<file path="config.mk">
export PLATFORM = sky130hd
export DESIGN_NAME = spg_samp_gen
export DESIGN_NICKNAME = d
export VERILOG_FILES = /design/src/rtl/spg_pkg.sv /design/src/rtl/spg_long_div.sv /design/src/rtl/spg_phase_ctr.sv /design/src/rtl/spg_lock_fsm.sv /design/src/rtl/spg_samp_gen.sv
export SDC_FILE = /design/constraint.sdc
export NUM_CORES = 1
export LEC_CHECK = 0
export ABC_AREA = 1
export BUFFER_PORTS_ARGS = -buffer_cell sky130_fd_sc_hd__buf_2
export CAP_MARGIN = 25
export CORE_ASPECT_RATIO = 0.5
export CORE_MARGIN = 2
export CORE_UTILIZATION = 39
export DETAILED_ROUTE_END_ITERATION = 10
export SETUP_SLACK_MARGIN = 0.1
export SLEW_MARGIN = 20
export SYNTH_ARGS = -nofsm -noshare
export SYNTH_HDL_FRONTEND = slang
export SYNTH_SLANG_ARGS = --single-unit
</file>
<file path="constraint.sdc">
create_clock -name clk -period 2.6 [get_ports clk]
set_clock_uncertainty 0.2 [all_clocks]
set_input_delay 0.26 -clock clk [delete_from_list [all_inputs] [get_ports clk]]
set_output_delay 0.26 -clock clk [all_outputs]
set_load 0.02 [all_outputs]
</file>
<file path="src/rtl/spg_pkg.sv">
package spg_pkg;
    typedef enum logic [1:0] {
        ST_RING       = 2'd0,
        ST_LOCK_WAIT  = 2'd1,
        ST_LOCK_DELAY = 2'd2
    } spg_state_e;
endpackage

</file>
<file path="src/rtl/spg_long_div.sv">
module spg_long_div #(
    parameter int LONG_20HZ = 4480,
    parameter int LONG_25HZ = 3560,
    parameter int LONG_50HZ = 1800
) (
    input  logic       clk,
    input  logic       rst_n,
    input  logic [1:0] fsel,
    output logic       wrap
);
    localparam int MAX_A = (LONG_20HZ > LONG_25HZ) ? LONG_20HZ : LONG_25HZ;
    localparam int MAX_L = (MAX_A > LONG_50HZ) ? MAX_A : LONG_50HZ;
    localparam int LW    = $clog2(MAX_L + 1);

    logic [LW-1:0] cnt;
    logic [LW-1:0] last;

    always_comb begin
        unique case (fsel)
            2'b01:   last = LW'(LONG_25HZ - 1);
            2'b10:   last = LW'(LONG_50HZ - 1);
            default: last = LW'(LONG_20HZ - 1);
        endcase
    end

    // A shrink of the modulus while cnt sits above it wraps on the next edge.
    assign wrap = (cnt >= last);

    always_ff @(posedge clk) begin
        if (!rst_n)    cnt <= '0;
        else if (wrap) cnt <= '0;
        else           cnt <= cnt + 1'b1;
    end
endmodule

</file>
<file path="src/rtl/spg_phase_ctr.sv">
module spg_phase_ctr #(
    parameter int SAMP_MOD = 40
) (
    input  logic clk,
    input  logic rst_n,
    input  logic hold,
    output logic wrap_evt
);
    localparam int PW = $clog2(SAMP_MOD);
    localparam logic [PW-1:0] LAST = PW'(SAMP_MOD - 1);

    logic [PW-1:0] phase;

    assign wrap_evt = (phase == LAST) && !hold;

    always_ff @(posedge clk) begin
        if (!rst_n)         phase <= '0;
        else if (!hold) begin
            if (phase == LAST) phase <= '0;
            else               phase <= phase + 1'b1;
        end
    end
endmodule

</file>
<file path="src/rtl/spg_lock_fsm.sv">
module spg_lock_fsm
    import spg_pkg::*;
#(
    parameter int MAX_DLY = 4,
    parameter int DLY_W   = 3
) (
    input  logic             clk,
    input  logic             rst_n,
    input  logic             ring_sel,
    input  logic             strobe,
    input  logic [DLY_W-1:0] dly_code,
    input  logic             phase_evt,
    output logic             fire,
    output spg_state_e       state
);
    localparam logic [DLY_W-1:0] DMAX = DLY_W'(MAX_DLY);

    spg_state_e       nxt;
    logic [DLY_W-1:0] dcnt, dcnt_nxt;
    logic [DLY_W-1:0] d_eff;

    assign d_eff = (dly_code > DMAX) ? DMAX : dly_code;

    always_ff @(posedge clk) begin
        if (!rst_n) begin
            state <= ST_RING;
            dcnt  <= '0;
        end else begin
            state <= nxt;
            dcnt  <= dcnt_nxt;
        end
    end

    always_comb begin
        nxt      = state;
        dcnt_nxt = dcnt;
        fire     = 1'b0;
        unique case (state)
            ST_RING: begin
                fire = phase_evt;
                if (!ring_sel) nxt = ST_LOCK_WAIT;
            end
            ST_LOCK_WAIT: begin
                if (ring_sel) begin
                    nxt = ST_RING;
                end else if (strobe) begin
                    if (d_eff == '0) begin
                        fire = 1'b1;
                    end else begin
                        nxt      = ST_LOCK_DELAY;
                        dcnt_nxt = d_eff - 1'b1;
                    end
                end
            end
            ST_LOCK_DELAY: begin
                if (ring_sel) begin
                    nxt = ST_RING;
                end else if (dcnt == '0) begin
                    fire = 1'b1;
                    nxt  = ST_LOCK_WAIT;
                end else begin
                    dcnt_nxt = dcnt - 1'b1;
                end
            end
            default: nxt = ST_RING;
        endcase
    end
endmodule

</file>
<file path="src/rtl/spg_samp_gen.sv">
module spg_samp_gen
    import spg_pkg::*;
#(
    parameter int SAMP_MOD  = 40,
    parameter int LONG_20HZ = 4480,
    parameter int LONG_25HZ = 3560,
    parameter int LONG_50HZ = 1800,
    parameter int MAX_DLY   = 4,
    parameter int DLY_W     = 3
) (
    input  logic             clk,
    input  logic             rst_n,
    input  logic             ring_en,
    input  logic             off_hook,
    input  logic [1:0]       fsel,
    input  logic [DLY_W-1:0] dly_code,
    input  logic             drv_en,
    input  logic             oc_trip,
    input  logic             ph2_rise,
    output logic             samp_pulse
);
    logic       ring_sel;
    logic       long_wrap;
    logic       slip;
    logic       phase_evt;
    logic       fire;
    logic       gate_ok;
    spg_state_e state_w;

    assign ring_sel = ring_en && !off_hook && (fsel != 2'b11);
    assign slip     = long_wrap && (state_w == ST_RING);
    assign gate_ok  = drv_en && !oc_trip;

    spg_long_div #(
        .LONG_20HZ(LONG_20HZ),
        .LONG_25HZ(LONG_25HZ),
        .LONG_50HZ(LONG_50HZ)
    ) u_long (
        .clk  (clk),
        .rst_n(rst_n),
        .fsel (fsel),
        .wrap (long_wrap)
    );

    spg_phase_ctr #(
        .SAMP_MOD(SAMP_MOD)
    ) u_phase (
        .clk     (clk),
        .rst_n   (rst_n),
        .hold    (slip),
        .wrap_evt(phase_evt)
    );

    spg_lock_fsm #(
        .MAX_DLY(MAX_DLY),
        .DLY_W  (DLY_W)
    ) u_fsm (
        .clk      (clk),
        .rst_n    (rst_n),
        .ring_sel (ring_sel),
        .strobe   (ph2_rise),
        .dly_code (dly_code),
        .phase_evt(phase_evt),
        .fire     (fire),
        .state    (state_w)
    );

    always_ff @(posedge clk) begin
        if (!rst_n) samp_pulse <= 1'b0;
        else        samp_pulse <= fire && gate_ok;
    end
endmodule

</file>
==> results.cfg, run 1 <==
[floorplanning]
ioPinCount = 13
die_h_microns = 49.0
design.core.area_sq_um = 3880
chipWidth_microns = 94.0
floorplan.rows = 16
die_area_sq_um = 4600
initial_core_util_pct = 40.6

[flow_run]
cap_violations = 0

[grt]
number_of_antenna_violations_at_the_first_check_in_global_routing = 0
grt_start_max_net_pins = 16
track_usage_pct = 14.5
grt_pass1_vias = 1241
grt_overflow = 0
grt_first_pass_wirelength_microns = 5420

[cts]
htreeDepth = 1
clock_transition_at_the_registers_of_the_reported_paths_ns = 0.10
cts_tree = built
postCtsSetupRepairBufs = 0
worst_skew_pair.late_latency_ns = 0.28
post_cts_hold_buffer_count = 0
clock_tree.buffer_depth = 2
cts.root.buffer_cell = sky130_fd_sc_hd__clkbuf_8
numCtsBuffers = 3
post_cts_resized = 0
clock_sinks = 25

[yosys]
synthCells = 212
synth_edf_count = 0
async_reset_ff_share_pct = 0
yosys_register_bits = 25
yosys_warnings = 0
synth.lib_cells_used.distinct = 31
ys_seq_area_share_pct = 31.7
synth.avg_cell_area_sq_um = 7.44
synth_area_sq_um = 1580
syn-num-nets = 239
yosys_most_used_dff = sky130_fd_sc_hd__dfxtp_1

[route]
drc = 0
drt-wirelength-per-cell_microns = 10.7
viasPerCell = 4.74
dr_pass1_iterations = 4
drt_first_iter_violations = 54
postRouteAntennaNets = 0
routed-via-count = 1331
route.final.wire_length_microns = 3010

[cells_and_area]
syn2layout_area_growth_pct = 10.5
drive_gt1_share_pct = 16.7
layout.filler_cells = 409
fin_nets = 255
insertedDiodeCount = 0
final_util_pct = 44.9

[critical_path]
worst_setup_path_start_kind = input port
cp.arrival_ns = 2.01
worstPathRequired_ns = 2.61
highest_net_fanout_along_the_worst_path = 13
cp-end-kind = flop
critPathKind = input port to flop

[sta]
setup_tns_ns = 0
final_cycle_utilization_of_the_critical_path_pct = 77.0
worst_slew_pin_slew_ns = 0.441
report.final.setup_viol = 0
post-route-min-period_ns = 2.00
final.hold.worst_slack_ns = 0.0233
achievable-frequency_ghz = 0.500
final_hold_viol_count = 0
final_max_slew_viol_count = 0
rsz0062_at_grt = false
normalized_max_slew_margin_pct = 70.4

[pwr]
max-vdd-ir-drop_uv = 359
power_leakage_nw = 0.795
powerDensity_nw_per_um2 = 507
report.power.total_w = 0.000884

[placement]
gp_congestion = 0.863
dp_hpwl_microns = 2370
io_buffers = 12

[run_status]
run_status = finished, final reports clean

[worst_hold_path]
worstHoldPathType = input port to flop
## where the power goes
group	leakage, nW	switching, W	internal, W
Sequential	0.204	0.0000334	0.000415
Combinational	0.569	0.000121	0.0000712
Clock	0.0217	0.000134	0.000109
Total	0.795	0.000289	0.000595
## layout make-up
class                      instances  area (sq um)  area share (%)
clock buffer                       3          41.3            2.37
clock inverter                     1          7.51           0.431
inverter                          29           109            6.25
multi-input combinational        157           957            54.9
sequential                        25           500            28.7
tap                               54          67.6            3.88
timing repair buffer              12          60.1            3.45
## per-stage QoR
stage | cell area, sq um | setup slack (ns) | std cells
finish | 1740 | 0.598 | 281
global route | 1740 | 0.435 | 281
CTS | 1740 | 0.585 | 281
detailed placement | 1690 | 0.293 | 277
global placement | 1690 | 0.360 | 277
floorplan | 1580 | 0.629 | 212
## cell usage after synthesis (4+ instances only)
cell type                  n  area, sq um
sky130_fd_sc_hd__nand2_1  39          146
sky130_fd_sc_hd__xor2_1    6         52.6
sky130_fd_sc_hd__ha_1     15          188
sky130_fd_sc_hd__nor3_1    4         20.0
sky130_fd_sc_hd__nand3_1  18         90.1
sky130_fd_sc_hd__dfxtp_1  25          500
sky130_fd_sc_hd__xnor2_1   4         35.0
sky130_fd_sc_hd__inv_1    26         97.6
sky130_fd_sc_hd__a21oi_1  15         75.1
sky130_fd_sc_hd__nand4_1   4         25.0
sky130_fd_sc_hd__nor2_2    6         37.5
sky130_fd_sc_hd__nor2_1   20         75.1
## cell families (layout without fill, tap and decap cells)
logic type	count (synthesis)	in the layout	synth area share [%]
xor gates and xnor gates	10	10	5.55
AOI/OAI and AO/OA	27	27	10.1
DFF	25	25	31.7
and+or+nand+nor	105	105	33.1
adders and majority gates	15	15	11.9
buffers and inverters	30	45	7.61
## state kept, by name (all words and copies together), names as in the netlist
name	flops
samp_pulse	1
u_fsm.dcnt	3
u_long.cnt	13
u_fsm.state	2
u_phase.phase	6
## layer usage
layer | routed length (microns) | up-vias | GRT usage, %
li1 | - | 727 | -
met1 | 1540 | 595 | 19.3
met2 | 1400 | 9 | 24.4
met3 | 72 | 0 | 3.71
met4 | 0 | 0 | 2.17
met5 | 0 | - | 0
## layout by cell type, fill, tap and decap left out
cell	Yosys	layout
sky130_fd_sc_hd__nand3_1	18	18
sky130_fd_sc_hd__or2_0	1	1
sky130_fd_sc_hd__xor2_1	6	6
sky130_fd_sc_hd__clkbuf_8	0	3
sky130_fd_sc_hd__or2_2	1	1
sky130_fd_sc_hd__a21oi_1	15	15
sky130_fd_sc_hd__a21o_1	1	1
sky130_fd_sc_hd__inv_1	26	26
sky130_fd_sc_hd__nor2_4	1	1
sky130_fd_sc_hd__o21ai_1	2	2
sky130_fd_sc_hd__a21oi_2	2	2
sky130_fd_sc_hd__nand4_1	4	4
sky130_fd_sc_hd__nand3b_1	2	2
sky130_fd_sc_hd__ha_1	15	15
sky130_fd_sc_hd__nor2_2	6	6
sky130_fd_sc_hd__nand3_2	3	3
sky130_fd_sc_hd__clkinvlp_4	0	1
sky130_fd_sc_hd__nand2_2	3	3
sky130_fd_sc_hd__nand4_2	1	1
sky130_fd_sc_hd__a22oi_1	2	2
sky130_fd_sc_hd__nor3b_2	1	1
sky130_fd_sc_hd__xnor2_1	4	4
sky130_fd_sc_hd__nor2_1	20	20
sky130_fd_sc_hd__nor3_1	4	4
sky130_fd_sc_hd__a32oi_1	1	1
sky130_fd_sc_hd__dfxtp_1	25	25
sky130_fd_sc_hd__inv_2	3	3
sky130_fd_sc_hd__o22ai_1	1	1
sky130_fd_sc_hd__a311oi_1	1	1
sky130_fd_sc_hd__nand2_1	39	39
sky130_fd_sc_hd__buf_2	0	12
sky130_fd_sc_hd__o21ai_0	2	2
sky130_fd_sc_hd__nor3_4	1	1
## critical path, stage by stage
cell and delay, ns:
sky130_fd_sc_hd__buf_2 0.10, sky130_fd_sc_hd__inv_1 0.05, sky130_fd_sc_hd__ha_1 0.31, sky130_fd_sc_hd__inv_1 0.11
sky130_fd_sc_hd__ha_1 0.25, sky130_fd_sc_hd__nand2_1 0.07, sky130_fd_sc_hd__inv_1 0.04, sky130_fd_sc_hd__nand3_1 0.08
sky130_fd_sc_hd__nor2_1 0.07, sky130_fd_sc_hd__a21oi_2 0.16, sky130_fd_sc_hd__nand3_2 0.28, sky130_fd_sc_hd__nor3b_2 0.23
## worst paths after layout
check	to	slack, ns	depth (start not counted)	start
setup / recovery	u_long.cnt[2]	0.60	12	fsel[0]
hold / removal	samp_pulse	0.02	3	drv_en
setup reg to reg	u_long.cnt[2]	0.63	7	u_long.cnt[10]
hold reg to reg	u_long.cnt[0]	0.27	1	u_long.cnt[0]
Power figures use the tool's default switching activity.
==> inputs of run 2 (changes only) <==
==> constraint.sdc (replaced) <==
create_clock -name clk -period 1.8 [get_ports clk]
set_clock_uncertainty 0.2 [all_clocks]
set_input_delay 0.18 -clock clk [delete_from_list [all_inputs] [get_ports clk]]
set_output_delay 0.18 -clock clk [all_outputs]
set_load 0.02 [all_outputs]
==> results.cfg, run 2 (synthesis results as in run 1) <==
[run_status]
run_status = finished, final reports clean

[route]
routed-via-count = 1436
drt-wirelength-per-cell_microns = 10.6
dr_pass1_iterations = 4
drt_first_iter_violations = 28
viasPerCell = 4.84
route.final.wire_length_microns = 3160
drc = 0
postRouteAntennaNets = 0

[critical_path]
internal_reg_to_reg_setup_slack_ns = 0.06
cp.arrival_ns = 1.69
crit-reg2reg-launch = u_long.cnt[7]
cp-end-kind = flop
r2r_end = u_phase.phase[4]
worst_r2r_path_depth = 10
worstPathRequired_ns = 1.76
highest_net_fanout_along_the_worst_path = 7
critPathKind = flop to flop
worst_setup_path_start_kind = flop

[floorplanning]
die_h_microns = 49.0
design.core.area_sq_um = 3880
floorplan.rows = 16
die_area_sq_um = 4600
chipWidth_microns = 94.0
ioPinCount = 13
initial_core_util_pct = 40.6

[cells_and_area]
fin_nets = 271
mostFrequentLayoutCell = sky130_fd_sc_hd__nand2_1
layout.filler_cells = 382
insertedDiodeCount = 0
syn2layout_area_growth_pct = 27.4
largest_register_ffs = 13
most_used_cells_in_the_layout_excluding_fill_and_tap_cells = 38 x sky130_fd_sc_hd__nand2_1, 22 x sky130_fd_sc_hd__inv_1, 19 x sky130_fd_sc_hd__dfxtp_1
largestRegisters = u_long.cnt: 13 flops, u_phase.phase: 6 flops, u_fsm.dcnt: 3 flops
regMostFlops = u_long.cnt
drive_gt1_share_pct = 30.0

[pwr]
netSwitchingPower_w = 0.000421
cellInternalPower_w = 0.000900
clock_power_share_pct = 25.5
max-vdd-ir-drop_uv = 402
power_leakage_nw = 0.888
powerDensity_nw_per_um2 = 657
sw_frac_of_total_pct = 31.9
p_seq_share_pct = 49.1
comb_power_share_pct = 25.4
report.power.total_w = 0.00132

[sta]
post-route-min-period_ns = 1.74
achievable-frequency_ghz = 0.575
final_max_slew_viol_count = 0
report.final.setup_viol = 0
final_hold_viol_count = 0
setup_tns_ns = 0
final_cycle_utilization_of_the_critical_path_pct = 96.6
rsz0062_at_grt = true
worst_slew_pin_slew_ns = 0.375
normalized_max_slew_margin_pct = 74.8

[worst_hold_path]
worst_hold_path.endpoint = u_fsm.dcnt[1]
worstHoldPathType = input port to flop
worstHoldPathCells = 3
min-delay-start = rst_n

[grt]
grt_first_pass_wirelength_microns = 5750
grt_pass1_vias = 1391
number_of_antenna_violations_at_the_first_check_in_global_routing = 0
grt_start_max_net_pins = 14
track_usage_pct = 15.6
grt_overflow = 0

[cts]
cts_tree = built
cts.root.buffer_cell = sky130_fd_sc_hd__clkbuf_8
htreeDepth = 1
clock_tree.buffer_depth = 2
clock_transition_at_the_registers_of_the_reported_paths_ns = 0.09
clock_sinks = 25
numCtsBuffers = 3
worst_skew_pair.late_latency_ns = 0.27

[placement]
gp_congestion = 0.784
io_buffers = 12
dp_hpwl_microns = 2540

[flow_run]
cap_violations = 0
run 2: changes by cell type in the layout (fill, tap and decap cells not counted), sizes merged:
cell	previous run	this run
buf	12	26
clkinvlp	1	0
dlygate4sd3	0	2
clkbuf	3	4
run 2: worst max path at each step:
stage                     depth (start not counted)               end  slack [ns]           start
after floorplan                                  13  u_phase.phase[3]        0.03         fsel[0]
after global placement                           14  u_phase.phase[4]       -0.25         fsel[0]
after detailed placement                         13  u_phase.phase[4]       -0.30         fsel[0]
after CTS                                         8     u_long.cnt[2]        0.09  u_long.cnt[10]
after global routing                             10  u_phase.phase[2]       -0.03   u_long.cnt[7]
final                                            10  u_phase.phase[4]        0.06   u_long.cnt[7]
run 2: through the flow:
stage | util (%) | hold slack [ns] | std cells | setup slack, ns | area [sq um]
final | 51.7 | 0.00978 | 297 | 0.0620 | 2010
after global routing | 51.7 | 0.0304 | 297 | -0.0276 | 2010
after CTS | 51.1 | 0.00815 | 297 | 0.0891 | 1980
after detailed placement | 48.3 | 0.244 | 290 | -0.304 | 1880
after global placement | 48.3 | 0.239 | 290 | -0.249 | 1880
after floorplan | - | 0.116 | 212 | 0.0313 | 1650
run 2: power groups by stage:
stage / registers [W] / logic [W] / clock network (W)
5_1_grt: 0.000654 / 0.000390 / 0.000365
6_report: 0.000648 / 0.000336 / 0.000337
3_3_place_gp: 0.000656 / 0.000311 / 0
2_1_floorplan: 0.000649 / 0.000235 / 0
3_5_place_dp: 0.000657 / 0.000321 / 0
4_1_cts: 0.000645 / 0.000332 / 0.000350
run 2: cell type report:
class	count	area (sq um)	share of cell area (%)
clock buffer	4	45.0	2.24
tap	54	67.6	3.36
multi-input combinational	157	1050	52.5
inverter	29	124	6.16
timing repair buffer	28	210	10.5
sequential	25	508	25.3
run 2: worst max-delay path, cell delays in order (launching register included):
cell and delay, ns:
sky130_fd_sc_hd__dfxtp_2 0.34, sky130_fd_sc_hd__ha_4 0.27, sky130_fd_sc_hd__nand2_1 0.05, sky130_fd_sc_hd__nor2_1 0.10, sky130_fd_sc_hd__nand3_1 0.12, sky130_fd_sc_hd__nor2_2 0.12, sky130_fd_sc_hd__nand2_2 0.10, sky130_fd_sc_hd__nand3_4 0.12
sky130_fd_sc_hd__nand2_4 0.08, sky130_fd_sc_hd__nand2_1 0.07, sky130_fd_sc_hd__a21oi_1 0.06
run 2: repair_timing:
action | CTS | global route
buffers inserted | 1 | 0
endpoints found under the hold margin | 1 | 0
endpoints found under the setup margin | 20 | 20
pin swaps | 8 | 5
gates resized for setup | 12 | 8
hold buffers | 2 | 0
run 2: routing by layer:
metal  global-route usage, %  routed length [microns]  vias to the layer above
met5                       0                        0                        -
met1                    18.9                     1540                      658
met3                    4.79                      124                        4
met2                    27.6                     1470                       15
li1                        -                        -                      759
met4                    3.14                       23                        0
